--- src/rtl/ana_gpio_pkg.sv ---
package ana_gpio_pkg;
  localparam int BYTE_W  = 8;
  localparam int NUM_REG = 3;
  typedef enum int {REG_DAT = 0, REG_DIR = 1, REG_IEN = 2} reg_sel_e;
endpackage

--- src/rtl/ana_gpio_regs.sv ---
module ana_gpio_regs
  import ana_gpio_pkg::*;
#(
  parameter int NUM_PINS = 16,
  parameter int ADDR_W   = 3
) (
  input  logic                clk_i,
  input  logic                rst_ni,
  input  logic [ADDR_W-1:0]   addr_i,
  input  logic                we_i,
  input  logic [BYTE_W-1:0]   wdata_i,
  output logic [NUM_PINS-1:0] dat_o,
  output logic [NUM_PINS-1:0] dir_o,
  output logic [NUM_PINS-1:0] ien_o
);
  localparam int BYTES = NUM_PINS / BYTE_W;

  logic [NUM_REG*NUM_PINS-1:0] flat;

  // offset = reg*BYTES + b, b=0 is the most significant byte
  for (genvar r = 0; r < NUM_REG; r++) begin : g_reg
    for (genvar b = 0; b < BYTES; b++) begin : g_byte
      localparam int OFF  = r * BYTES + b;
      localparam int LANE = BYTES - 1 - b;
      logic [BYTE_W-1:0] byte_q;
      always_ff @(posedge clk_i or negedge rst_ni) begin
        if (!rst_ni) byte_q <= '0;
        else if (we_i && (int'(addr_i) == OFF)) byte_q <= wdata_i;
      end
      assign flat[r*NUM_PINS + LANE*BYTE_W +: BYTE_W] = byte_q;
    end
  end

  assign dat_o = flat[REG_DAT*NUM_PINS +: NUM_PINS];
  assign dir_o = flat[REG_DIR*NUM_PINS +: NUM_PINS];
  assign ien_o = flat[REG_IEN*NUM_PINS +: NUM_PINS];
endmodule

--- src/rtl/ana_gpio_sync.sv ---
module ana_gpio_sync #(
  parameter int NUM_PINS = 16,
  parameter int STAGES   = 2
) (
  input  logic                clk_i,
  input  logic                rst_ni,
  input  logic [NUM_PINS-1:0] pad_i,
  input  logic [NUM_PINS-1:0] ien_i,
  output logic [NUM_PINS-1:0] sync_o
);
  logic [NUM_PINS-1:0] stage_q [STAGES];
  logic [NUM_PINS-1:0] gated;

  // disabled buffer: feed constant 1 so analog levels never toggle logic
  assign gated = (pad_i & ien_i) | ~ien_i;

  for (genvar s = 0; s < STAGES; s++) begin : g_stage
    always_ff @(posedge clk_i or negedge rst_ni) begin
      if (!rst_ni) stage_q[s] <= '1;
      else if (s == 0) stage_q[s] <= gated;
      else stage_q[s] <= stage_q[(s == 0) ? 0 : s-1];
    end
  end

  assign sync_o = stage_q[STAGES-1];
endmodule

--- src/rtl/ana_gpio_rdmux.sv ---
module ana_gpio_rdmux
  import ana_gpio_pkg::*;
#(
  parameter int NUM_PINS = 16,
  parameter int ADDR_W   = 3
) (
  input  logic [ADDR_W-1:0]   addr_i,
  input  logic [NUM_PINS-1:0] dat_i,
  input  logic [NUM_PINS-1:0] dir_i,
  input  logic [NUM_PINS-1:0] ien_i,
  input  logic [NUM_PINS-1:0] sync_i,
  output logic [BYTE_W-1:0]   rdata_o
);
  localparam int BYTES = NUM_PINS / BYTE_W;

  logic [NUM_PINS-1:0] pin_rd;
  logic [NUM_PINS-1:0] view [NUM_REG];

  assign pin_rd = (dir_i & dat_i) | (~dir_i & ien_i & sync_i) | (~dir_i & ~ien_i);

  assign view[REG_DAT] = pin_rd;
  assign view[REG_DIR] = dir_i;
  assign view[REG_IEN] = ien_i;

  always_comb begin
    rdata_o = '0;
    for (int r = 0; r < NUM_REG; r++) begin
      for (int b = 0; b < BYTES; b++) begin
        if (int'(addr_i) == r * BYTES + b)
          rdata_o = view[r][(BYTES-1-b)*BYTE_W +: BYTE_W];
      end
    end
  end
endmodule

--- src/rtl/ana_gpio_port.sv ---
module ana_gpio_port
  import ana_gpio_pkg::*;
#(
  parameter int NUM_PINS  = 16,
  parameter int SYNC_LEN  = 2,
  localparam int BYTES    = NUM_PINS / BYTE_W,
  localparam int ADDR_W   = $clog2(NUM_REG * BYTES)
) (
  input  logic                clk_i,
  input  logic                rst_ni,
  input  logic [ADDR_W-1:0]   addr_i,
  input  logic                we_i,
  input  logic [BYTE_W-1:0]   wdata_i,
  output logic [BYTE_W-1:0]   rdata_o,
  input  logic [NUM_PINS-1:0] pad_in_i,
  output logic [NUM_PINS-1:0] pad_out_o,
  output logic [NUM_PINS-1:0] pad_oe_o
);
  logic [NUM_PINS-1:0] dat_q, dir_q, ien_q, sync_q;

  ana_gpio_regs #(.NUM_PINS(NUM_PINS), .ADDR_W(ADDR_W)) u_regs (
    .clk_i(clk_i), .rst_ni(rst_ni), .addr_i(addr_i), .we_i(we_i),
    .wdata_i(wdata_i), .dat_o(dat_q), .dir_o(dir_q), .ien_o(ien_q)
  );

  ana_gpio_sync #(.NUM_PINS(NUM_PINS), .STAGES(SYNC_LEN)) u_sync (
    .clk_i(clk_i), .rst_ni(rst_ni), .pad_i(pad_in_i), .ien_i(ien_q),
    .sync_o(sync_q)
  );

  ana_gpio_rdmux #(.NUM_PINS(NUM_PINS), .ADDR_W(ADDR_W)) u_rdmux (
    .addr_i(addr_i), .dat_i(dat_q), .dir_i(dir_q), .ien_i(ien_q),
    .sync_i(sync_q), .rdata_o(rdata_o)
  );

  assign pad_out_o = dat_q;
  assign pad_oe_o  = dir_q;
endmodule

--- config.mk ---
export PLATFORM = sky130hd
export DESIGN_NAME = ana_gpio_port
export DESIGN_NICKNAME = d
export VERILOG_FILES = /design/src/rtl/ana_gpio_pkg.sv /design/src/rtl/ana_gpio_regs.sv /design/src/rtl/ana_gpio_sync.sv /design/src/rtl/ana_gpio_rdmux.sv /design/src/rtl/ana_gpio_port.sv
export SDC_FILE = /design/constraint.sdc
export NUM_CORES = 1
export LEC_CHECK = 0
export BUFFER_PORTS_ARGS = -buffer_cell sky130_fd_sc_hd__buf_2
export CAP_MARGIN = 20
export CORE_ASPECT_RATIO = 2
export CORE_MARGIN = 4
export CORE_UTILIZATION = 45
export CTS_CLUSTER_SIZE = 16
export DETAILED_ROUTE_END_ITERATION = 10
export PLACE_DENSITY = 0.77
export SLEW_MARGIN = 20
export SYNTH_ARGS = -nofsm -noshare
export SYNTH_HDL_FRONTEND = slang
export SYNTH_SLANG_ARGS = --single-unit
--- constraint.sdc ---
create_clock -name clk_i -period 1.3 [get_ports clk_i]
set_input_delay 0.065 -clock clk_i [delete_from_list [all_inputs] [get_ports clk_i]]
set_output_delay 0.065 -clock clk_i [all_outputs]
set_load 0.005 [all_outputs]
==> results of run 1 <==
[path summary, 6_finish.rpt]
| kind | from | slack (ps) | endpoint |
|---|---|---|---|
| worst max-delay path | u_regs.g_reg[1].g_byte[1].byte_q[6]$_DFFE_PN0P_ | -330 | rdata_o[6] |
| worst max register to register | u_regs.g_reg[1].g_byte[0].byte_q[0]$_DFFE_PN0P_ | 270 | u_regs.g_reg[1].g_byte[0].byte_q[0]$_DFFE_PN0P_ |
| worst min register to register | u_sync.stage_q[23]$_DFF_PN1_ | 350 | u_sync.sync_o[7]$_DFF_PN1_ |
| max in group asynchronous | rst_ni | 650 | u_sync.sync_o[12]$_DFF_PN1_ |
| min in group asynchronous | rst_ni | 110 | u_regs.g_reg[1].g_byte[0].byte_q[2]$_DFFE_PN0P_ |
| worst min-delay path | wdata_i[2] | 40 | u_regs.g_reg[1].g_byte[0].byte_q[2]$_DFFE_PN0P_ |
[per-stage QoR]
| step | power (mW) | setup TNS [ps] |
|---|---|---|
| after floorplan | 4.021 | 0 |
| after global placement | 4.769 | -2464 |
| after detailed placement | 4.829 | -4007 |
| after CTS | 7.385 | -1870 |
| after global routing | 7.805 | -2299 |
| final | 7.457 | -1814 |
[metal layers]
| metal | GRT usage (%) | share of wire (%) |
|---|---|---|
| met2 | 36.30 | 56 |
| met3 | 4.351 | 3.2 |
| met4 | 9.701 | 2.1 |
| met1 | 23.20 | 38 |
| met5 | 0 | 0 |
[registers in the layout, summed over array words and instances (netlist names)]
signal                  cells
u_sync.stage_q             16
u_sync.sync_o              16
u_regs.g.g_byte.byte_q     48
[placed cells by master (no fill, tap or decap), types with 2 or more instances in the layout]
| cell | n |
|---|---|
| nor3b_1 | 3 |
| clkinv_4 | 2 |
| buf_4 | 57 |
| mux2i_1 | 4 |
| a22oi_1 | 2 |
| o22ai_2 | 4 |
| o221ai_2 | 2 |
| dfstp_2 | 32 |
| clkbuf_16 | 9 |
| o311ai_0 | 2 |
| nor2_2 | 2 |
| o21ai_0 | 4 |
| nand4_1 | 2 |
| nand2b_1 | 29 |
| dlygate4sd3_1 | 17 |
| or4b_4 | 2 |
| dfrtp_1 | 48 |
| a221oi_2 | 4 |
| a211oi_2 | 4 |
| nor2_1 | 3 |
| buf_6 | 3 |
| a21o_1 | 4 |
| buf_12 | 2 |
| buf_2 | 68 |
| nor2b_2 | 2 |
| and3_1 | 2 |
| or3_1 | 3 |
| mux2_2 | 50 |
| nand3_1 | 4 |
| nor2b_1 | 8 |
| or3b_4 | 4 |
| inv_1 | 4 |
| a22oi_2 | 2 |
| clkinv_2 | 3 |
[layout make-up]
type | count | area [µm²]
Clock inverter | 5 | 32.53
Inverter | 4 | 15.01
Fill cell | 558 | 2594
Multi-Input combinational cell | 158 | 1489
Timing Repair Buffer | 147 | 1012
Sequential cell | 80 | 2042
Tap cell | 94 | 117.6
Clock buffer | 11 | 242.7
[power by group through the flow]
| stage | Combinational [mW] | Sequential, mW | Clock, mW |
|---|---|---|---|
| floorplan | 0.671 | 3.35 | 0 |
| global placement | 1.38 | 3.38 | 0 |
| detailed placement | 1.43 | 3.40 | 0 |
| CTS | 1.70 | 3.35 | 2.33 |
| global route | 1.95 | 3.42 | 2.44 |
| finish | 1.80 | 3.37 | 2.29 |
[cell families (layout without fill, tap and decap cells)]
kind of cell	count (synthesis)	in the layout	share of synthesized area [%]
flip-flops	80	80	58.85
AND/OR/NAND/NOR	74	74	14.89
multiplexers	54	54	17.38
AO/OA/AOI/OAI	30	30	6.275
buffers and inverters	17	167	2.596
[timing repair]
item,CTS,global route
setup endpoints to repair,8,8
pin swaps,20,12
endpoints found under the hold margin,66,0
buffers inserted,11,6
gates resized for setup,23,9
hold buffers,17,0
==> out/qor.yml, run 1 <==
timing:
  finalWorstSetupSlack_ps: -332.7
  slew_headroom_pct: 74.29
  finalClockSkew_ps: 6.304
  worst-slew-pin-transition_ps: 384.3
  setup_viol: 8
  hold_slack_ps: 43.33
  max_clock_freq_ghz: 0.6125
  period_needed_ps: 1633
  final_max_slew_viol_count: 0
  fin_crit_sh_pct: 125.6
  unrepaired_setup_endpoints_after_global_routing: "yes"
  hold_violations: 0
logic_synthesis:
  postSynthCellCount: 255
  synthDistinctLibCells: 38
  synth_common_cells: "50 x mux2_2, 48 x dfrtp_1, 32 x dfstp_2"
  netlist.top_cell.by_area: "dfrtp_1"
  synth_seq_cells: 80
  avgSynthCellArea_um2: 13.61
  ys_seq_area_share_pct: 58.85
  ys_top_cells_by_area: "dfrtp_1 35%, dfstp_2 24%, mux2_2 16%, nand2b_1 5.4%, nor2b_1 1.6%"
  synthDominantCellAreaShare_pct: 34.62
  mappedNetlistArea_um2: 3470
  syn_nets: 285
  synth_flop_cell: "dfrtp_1"
  post-synth-top-count-cell: "mux2_2"
  yosysWarnings: 0
  number_of_enable_type_register_cells_in_the_synthesized_netlist: 0
  async_flop_share_pct: 100.0
critical_path:
  crit_cells: 4
  timing.critical_path.slowest_cell_delay_ps: 510
  ff2ff_path_depth: 3
  worst_setup_path_start_kind: "register"
  crit_slowest_cell: "or4b_4"
  critPathTopFamily: "simple AND/OR/NAND/NOR gates"
  worst_setup_path_end_kind: "primary output"
  timing.critical_path.fanout_max: 2
  critical_path.n_buffers_inverters: 1
  cp.arrival_ps: 1570
  required_ps: 1240
  critical_path_class: "reg -> out"
  cp_cell_sequence: "or4b_4 > nand4_1 > nand3_1 > buf_2"
layout:
  post_route_cells_drive_above_1_share_pct: 64.44
  layout.core_utilization_pct: 65.62
  fin_cells: 499
  fin_nets: 430
  finish.instance_area_um2: 4951
  syn_to_final_growth_pct: 42.70
  diodes: 0
floorplan:
  initial_utilization_pct: 45.99
  ios: 70
  die_y_um: 132.2
  core_um2: 7545
  row_count: 45
  die-width_um: 70.09
  die-area_um2: 9265
global_route:
  grt_antenna_before_repair: 0
  gr-total-overflow: 0
  number_of_global_route_vias_before_repair: 2828
  wire_length_of_the_first_global_routing_pass_mm: 14.68
  grt_start_max_net_pins: 40
  globalRouteTotalUtil_pct: 20.57
route:
  drt-wirelength-per-cell_um: 18.04
  drcViolationCount: 0
  firstDrtPassIters: 4
  totalWireLength_mm: 9.003
  route.vias.total: 2625
  drt_iter0_drc: 91
  avgViaCountPerCell: 5.261
  drt.antenna.violating_nets: 0
placement:
  globalplace.congestion: 0.8360
  pre_cts_slack_ps: -159.1
  post_place_cells: 449
  placement.cell_area_um2: 4222
  hpwl_mm: 6.355
  buffer_ports.inserted: 69
pwr:
  power_switching_mw: 2.010
  sequentialPowerShare_pct: 45.2
  power.static_leakage_nw: 2.239
  internal_power_mw: 5.448
  power_per_cell_area_nw_per_um2: 1506
  p_sw_share_pct: 26.95
  ir_drop_v: 0.001014
  pwr-share-clk_pct: 30.7
  comb_power_share_pct: 24.1
cts:
  cts_inserted_buffers: 9
  cts.htree.levels: 3
  clock-root-buffer: "clkbuf_16"
  clock_insertion_delay_worst_skew_ps: 340
  cts.reportedPaths.clkPinSlew_ps: 60
  cts.path.max_buffers: 2
  tritoncts_num_sinks: 80
  tritoncts: "built"
hold_path:
  holdPathStages: 2
  worst_hold_path_type: "in -> reg"
flow_run:
  max_cap_viol_count: 0
run_status:
  outcome: "finished with violations"
  failing_checks: "setup timing"
Power figures use the tool's default switching activity.
==> run 2: changes to the inputs <==
--- a/config.mk
+++ b/config.mk
@@ -10,9 +10,9 @@
 export CORE_ASPECT_RATIO = 2
 export CORE_MARGIN = 4
 export CORE_UTILIZATION = 45
-export CTS_CLUSTER_SIZE = 16
 export DETAILED_ROUTE_END_ITERATION = 10
 export PLACE_DENSITY = 0.77
+export SETUP_SLACK_MARGIN = 0.1
 export SLEW_MARGIN = 20
 export SYNTH_ARGS = -nofsm -noshare
 export SYNTH_HDL_FRONTEND = slang
==> run 2 against run 1 <==
  * Clock skew decreased by 1.9 ps
  * Combinational power decreased by 5%
  * Critical path depth unchanged
  * Global-route usage decreased by 0.36 points
  * Cell count decreased by 2.2%
  * Largest cell class unchanged
  * Final area decreased by 0.94%
  * First-iteration DRC count increased by 60%
  * The run still ends with setup timing left
  * Hold slack got worse by 6.7 ps
==> out/qor.yml, run 2 (synthesis gave the netlist of run 1 again) <==
run_status:
  outcome: "finished with violations"
  failing_checks: "setup timing"
layout:
  diodes: 0
  max_flop_register: "u_regs.g.g_byte.byte_q"
  fin_cells: 488
  fin_nets: 419
  finish.instance_area_um2: 4905
  layout.cells.most_common: "buf_2"
  largest_register_ff_count: 48
  layout.core_utilization_pct: 65.01
  post_route_cells_drive_above_1_share_pct: 63.45
  fillers: 565
  mostFrequentLayoutCells: "66 x buf_2, 50 x mux2_2, 47 x dfrtp_1"
  syn_to_final_growth_pct: 41.36
flow_run:
  max_cap_viol_count: 0
critical_path:
  worst_setup_path_end_kind: "primary output"
  worst_setup_path_start_kind: "register"
  critPathTopFamily: "simple AND/OR/NAND/NOR gates"
  required_ps: 1240
  reg2reg_from: "u_regs.g_reg[1].g_byte[0].byte_q[5]$_DFFE_PN0P_"
  ff2ff_path_depth: 3
  critical_path_class: "reg -> out"
  timing.critical_path.slowest_cell_delay_ps: 530
  timing.critical_path.fanout_max: 4
  cp_cell_sequence: "or4b_4 > nand4_1 > nand3_1 > buf_2"
  critical_path.n_buffers_inverters: 1
  crit_slowest_cell: "or4b_4"
  cp.arrival_ps: 1630
  register_to_register_setup_slack_ps: 290
  rr_endpoint: "u_regs.g_reg[1].g_byte[0].byte_q[5]$_DFFE_PN0P_"
cts:
  clock-root-buffer: "clkbuf_16"
  tritoncts: "built"
  cts.path.max_buffers: 2
  cts_inserted_buffers: 9
  cts.reportedPaths.clkPinSlew_ps: 60
  cts.htree.levels: 3
  tritoncts_num_sinks: 80
  clock_insertion_delay_worst_skew_ps: 330
pwr:
  power_switching_mw: 1.963
  ir_drop_v: 0.001053
  power_per_cell_area_nw_per_um2: 1525
  comb_power_share_pct: 22.9
  power.static_leakage_nw: 2.205
  sequentialPowerShare_pct: 45.2
  p_sw_share_pct: 26.24
  pwr-share-clk_pct: 31.8
  internal_power_mw: 5.518
  power_mw: 7.481
global_route:
  gr-total-overflow: 0
  globalRouteTotalUtil_pct: 20.21
  number_of_global_route_vias_before_repair: 2897
  grt_antenna_before_repair: 0
  grt_start_max_net_pins: 48
  wire_length_of_the_first_global_routing_pass_mm: 14.60
hold_path:
  worstHoldEndpoint: "u_regs.g_reg[2].g_byte[0].byte_q[6]$_DFFE_PN0P_"
  hp-start: "wdata_i[6]"
  holdPathStages: 3
  worst_hold_path_type: "in -> reg"
route:
  route.vias.total: 2587
  firstDrtPassIters: 4
  avgViaCountPerCell: 5.301
  totalWireLength_mm: 8.914
  drt-wirelength-per-cell_um: 18.27
  drcViolationCount: 0
  drt.antenna.violating_nets: 0
  drt_iter0_drc: 146
floorplan:
  row_count: 45
  die-width_um: 70.09
  core_um2: 7545
  ios: 70
  die_y_um: 132.2
  die-area_um2: 9265
  initial_utilization_pct: 45.99
placement:
  post_place_cells: 446
  hpwl_mm: 6.228
  buffer_ports.inserted: 69
  placement.cell_area_um2: 4222
  globalplace.congestion: 0.8366
timing:
  period_needed_ps: 1698
  setup_viol: 8
  max_clock_freq_ghz: 0.5889
  finalWorstSetupSlack_ps: -398.2
  hold_violations: 0
  finalClockSkew_ps: 4.411
  final_max_slew_viol_count: 0
  setup_total_negative_slack_ps: -1774
  slew_headroom_pct: 68.38
  unrepaired_setup_endpoints_after_global_routing: "yes"
  worst-slew-pin-transition_ps: 468.4
  fin_crit_sh_pct: 130.6
[run 2: final cells by class]
| class | count | area (µm²) | area share [%] |
|---|---|---|---|
| multi-input cells | 158 | 1488 | 30.33 |
| repair buffers | 136 | 954.7 | 19.46 |
| flip-flops and latches | 80 | 2043 | 41.66 |
| clock buffers | 14 | 274.0 | 5.587 |
| well taps | 94 | 117.6 | 2.398 |
| inverters | 4 | 15.01 | 0.3061 |
| clock inverters | 2 | 12.51 | 0.2551 |
[run 2: timing repair]
item | CTS | global route
pin swaps | 20 | 11
endpoints found under the setup margin | 8 | 10
resized for setup | 17 | 12
setup buffers | 9 | 2
hold buffers | 17 | 0
gates cloned | 0 | 0
hold endpoints to repair | 70 | 0
[run 2: worst min-delay path: stages]
cell     delay, ps
buf_2          130
nand3_1         80
o21ai_0         60
[run 2: worst max path at each step]
stage	from	slack, ps	cells past startpoint	end
2_1_floorplan	u_regs.g_reg[1].g_byte[0].byte_q[5]$_DFFE_PN0P_	110	3	rdata_o[5]
3_3_place_gp	addr_i[0]	-40	5	u_regs.g_reg[1].g_byte[0].byte_q[4]$_DFFE_PN0P_
3_5_place_dp	addr_i[0]	-60	5	u_regs.g_reg[1].g_byte[0].byte_q[1]$_DFFE_PN0P_
4_1_cts	u_regs.g_reg[1].g_byte[1].byte_q[3]$_DFFE_PN0P_	-380	4	rdata_o[3]
5_1_grt	u_regs.g_reg[1].g_byte[1].byte_q[6]$_DFFE_PN0P_	-420	4	rdata_o[6]
6_report	u_regs.g_reg[1].g_byte[1].byte_q[3]$_DFFE_PN0P_	-400	4	rdata_o[3]
[run 2: metrics by stage]
stage	worst slack, ps	hold slack, ps
finish	-398.2	36.61
global route	-418.3	49.18
CTS	-379.4	32.09
detailed placement	-59.27	-64.75
global placement	-39.83	-61.26
floorplan	112.2	-230.6
[run 2: power by group through the flow]
stage	Sequential (mW)	Clock, mW	Combinational (mW)
after CTS	3.38	2.43	1.65
after global routing	3.44	2.53	1.87
after global placement	3.39	0	1.38
after floorplan	3.35	0	0.677
final	3.38	2.38	1.71
after detailed placement	3.41	0	1.43
[run 2: layer usage]
| layer | track usage [%] | part of all wire [%] | vias to the layer above |
|---|---|---|---|
| met2 | 36.14 | 55 | 60 |
| met3 | 3.817 | 3.3 | 20 |
| met5 | 0 | 0 | - |
| met1 | 22.62 | 38 | 1327 |
| li1 | - | - | 1180 |
| met4 | 9.595 | 3.3 | 0 |
==> run 3: changes to the inputs <==
--- a/config.mk
+++ b/config.mk
@@ -5,15 +5,15 @@
 export SDC_FILE = /design/constraint.sdc
 export NUM_CORES = 1
 export LEC_CHECK = 0
-export BUFFER_PORTS_ARGS = -buffer_cell sky130_fd_sc_hd__buf_2
 export CAP_MARGIN = 20
 export CORE_ASPECT_RATIO = 2
-export CORE_MARGIN = 4
 export CORE_UTILIZATION = 45
 export DETAILED_ROUTE_END_ITERATION = 10
-export PLACE_DENSITY = 0.77
+export DONT_BUFFER_PORTS = 1
+export PLACE_DENSITY = 0.69
 export SETUP_SLACK_MARGIN = 0.1
 export SLEW_MARGIN = 20
 export SYNTH_ARGS = -nofsm -noshare
 export SYNTH_HDL_FRONTEND = slang
+export SYNTH_HIERARCHICAL = 1
 export SYNTH_SLANG_ARGS = --single-unit
==> run 3 against run 2 <==
  * The run ends with hold timing, setup timing left
  * Worst setup slack improved by 290 ps
  * Critical path depth unchanged
  * Clock power grew 5%
==> out/qor.yml, run 3 <==
run_status:
  outcome: "finished with violations"
  failing_checks: "hold timing, setup timing"
layout:
  layout.core_utilization_pct: 56.85
  mostFrequentLayoutCells: "52 x mux2_2, 42 x dfrtp_1, 32 x dfstp_2"
  fin_nets: 331
  max_flop_register: "u_regs/g.g_byte.byte_q"
  syn_to_final_growth_pct: 21.90
  layout.cells.most_common: "mux2_2"
  fin_cells: 400
  diodes: 0
  post_route_cells_drive_above_1_share_pct: 50.65
  largest_register_ff_count: 48
global_route:
  globalRouteTotalUtil_pct: 19.83
  gr-total-overflow: 0
  wire_length_of_the_first_global_routing_pass_mm: 11.74
  grt_antenna_before_repair: 0
  number_of_global_route_vias_before_repair: 2280
  grt_start_max_net_pins: 81
timing:
  hold_violations: 80
  unrepaired_setup_endpoints_after_global_routing: "yes"
  fin_crit_sh_pct: 108.0
  max_clock_freq_ghz: 0.7125
  final_max_slew_viol_count: 0
  setup_total_negative_slack_ps: -474.9
  finalWorstSetupSlack_ps: -103.6
  slew_headroom_pct: 70.01
  worst-slew-pin-transition_ps: 448.9
  period_needed_ps: 1404
  hold_slack_ps: -574.3
  setup_viol: 8
  finalClockSkew_ps: 1.847
hold_path:
  worst_hold_path_type: "in -> async"
route:
  drt.antenna.violating_nets: 0
  drcViolationCount: 0
  route.vias.total: 2212
  firstDrtPassIters: 4
  totalWireLength_mm: 7.798
  avgViaCountPerCell: 5.530
  drt-wirelength-per-cell_um: 19.50
  drt_iter0_drc: 68
placement:
  hpwl_mm: 5.051
  globalplace.congestion: 0.7801
  post_place_cells: 350
  buffer_ports.inserted: 0
  pre_cts_slack_ps: 169.8
cts:
  clock-root-buffer: "clkbuf_16"
  cts_inserted_buffers: 9
  tritoncts_num_sinks: 80
  cts.htree.levels: 3
  cts.reportedPaths.clkPinSlew_ps: 50
  tritoncts: "built"
  cts.path.max_buffers: 2
  clock_insertion_delay_worst_skew_ps: 330
  hold_buffers: 24
logic_synthesis:
  synthDominantCellAreaShare_pct: 33.64
  syn_nets: 301
  mappedNetlistArea_um2: 3571
  ys_top_cells_by_area: "dfrtp_1 34%, dfstp_2 24%, mux2_2 16%, buf_4 3.6%, mux2i_1 3.4%"
  avgSynthCellArea_um2: 13.18
  ys_seq_area_share_pct: 57.18
  synth_seq_cells: 80
  yosysWarnings: 6
  number_of_enable_type_register_cells_in_the_synthesized_netlist: 0
  async_flop_share_pct: 100.0
  post-synth-top-count-cell: "mux2_2"
  synth_flop_cell: "dfrtp_1"
  netlist.top_cell.by_area: "dfrtp_1"
  synthDistinctLibCells: 23
  postSynthCellCount: 271
  synth_common_cells: "52 x mux2_2, 48 x dfrtp_1, 32 x dfstp_2"
pwr:
  power_per_cell_area_nw_per_um2: 1622
  ir_drop_v: 0.001247
  power.static_leakage_nw: 1.796
critical_path:
  critPathTopFamily: "flip-flops"
  crit_slowest_cell: "dfrtp_2"
  timing.critical_path.fanout_max: 5
  cp-startpoint: "u_regs/g_reg[1].g_byte[1].byte_q[2]$_DFFE_PN0P_"
  required_ps: 1240
  timing.critical_path.slowest_cell_delay_ps: 450
  worst_setup_path_start_kind: "register"
  critical_path.n_buffers_inverters: 0
  critical_path_class: "reg -> out"
  cp_cell_sequence: "nor3b_2 > a21oi_2 > a21oi_1 > o21ai_1"
  reg2reg_from: "u_regs/g_reg[2].g_byte[1].byte_q[7]$_DFFE_PN0P_"
  worst_setup_path_end_kind: "primary output"
  cp.arrival_ps: 1340
floorplan:
  core_um2: 7657
  ios: 70
  die-width_um: 64.99
  die_y_um: 128.0
  initial_utilization_pct: 46.63
  die-area_um2: 8317
  row_count: 45
flow_run:
  max_cap_viol_count: 0
run 3: cell count changes after synthesis, moves of 8 or more:
| cell | change |
|---|---|
| buf_4 | +14 |
| o31ai_1 | +8 |
| a21oi_1 | +16 |
| nor3b_1 | +9 |
| mux2i_1 | +8 |
| nand2b_1 | -13 |
run 3: final timing paths:
kind | slack, ps | to | cells after the start
min in group clk_i | 20 | u_regs/g_reg[1].g_byte[1].byte_q[3]$_DFFE_PN0P_ | 2
hold reg to reg | 350 | u_sync/sync_o[11]$_DFF_PN1_ | 0
hold / removal | -570 | u_regs/g_reg[1].g_byte[0].byte_q[6]$_DFFE_PN0P_ | 0
setup reg to reg | 250 | u_regs/g_reg[2].g_byte[1].byte_q[7]$_DFFE_PN0P_ | 3
setup / recovery | -100 | rdata_o[2] | 4
max in group asynchronous | 1670 | u_sync/stage_q[20]$_DFF_PN1_ | 0
run 3: final cells by class:
class / count / area (µm²)
clock buffers: 13 / 260.3
clock inverters: 3 / 40.04
multi-input cells: 157 / 1458
flip-flops and latches: 80 / 2049
fillers: 668 / 3304
repair buffers: 45 / 397.9
inverters: 8 / 30.03
well taps: 94 / 117.6
run 3: cell families (layout without fill, tap and decap cells):
family	after synthesis	count (layout)	synth area share (%)
buffers and inverters	34	69	5.956
flip-flops	80	80	57.18
AO/OA/AOI/OAI	36	36	6.167
AND/OR/NAND/NOR	57	57	10.93
multiplexers	64	64	19.76
run 3: repair_timing:
item	CTS	global route
setup buffers	3	7
resized for setup	15	22
pin swaps	10	10
endpoints found under the setup margin	8	8
hold endpoints to repair	144	80
run 3: per-layer routing:
layer	vias to the layer above	GRT usage [%]	share of wire (%)
li1	1002	-	-
met1	1123	21.92	38
met2	66	32.41	52
met3	21	6.762	6.1
met4	0	11.50	3.8
met5	-	0	0
run 3: worst register-to-register path, delay by kind of cell (launching register included):
family | cells | cell delay, ps
multiplexers | 1 | 260
buffers and inverters | 2 | 270
flip-flops | 1 | 400
run 3: where the power goes:
group          switching, mW  leakage [nW]  total [mW]  internal (mW)
logic                  0.362         0.740        1.03          0.670
registers              0.474         0.907        3.53           3.06
clock network          0.912         0.150        2.50           1.58
run 3: per-stage QoR:
| stage | hold slack (ps) | power [mW] | instance area [µm²] |
|---|---|---|---|
| floorplan | -230.6 | 4.161 | 3571 |
| CTS | -590.5 | 6.991 | 4215 |
| global route | -595.2 | 7.406 | 4353 |
| detailed placement | -229.4 | 4.314 | 3607 |
| global placement | -229.0 | 4.258 | 3607 |
| finish | -574.3 | 7.062 | 4353 |
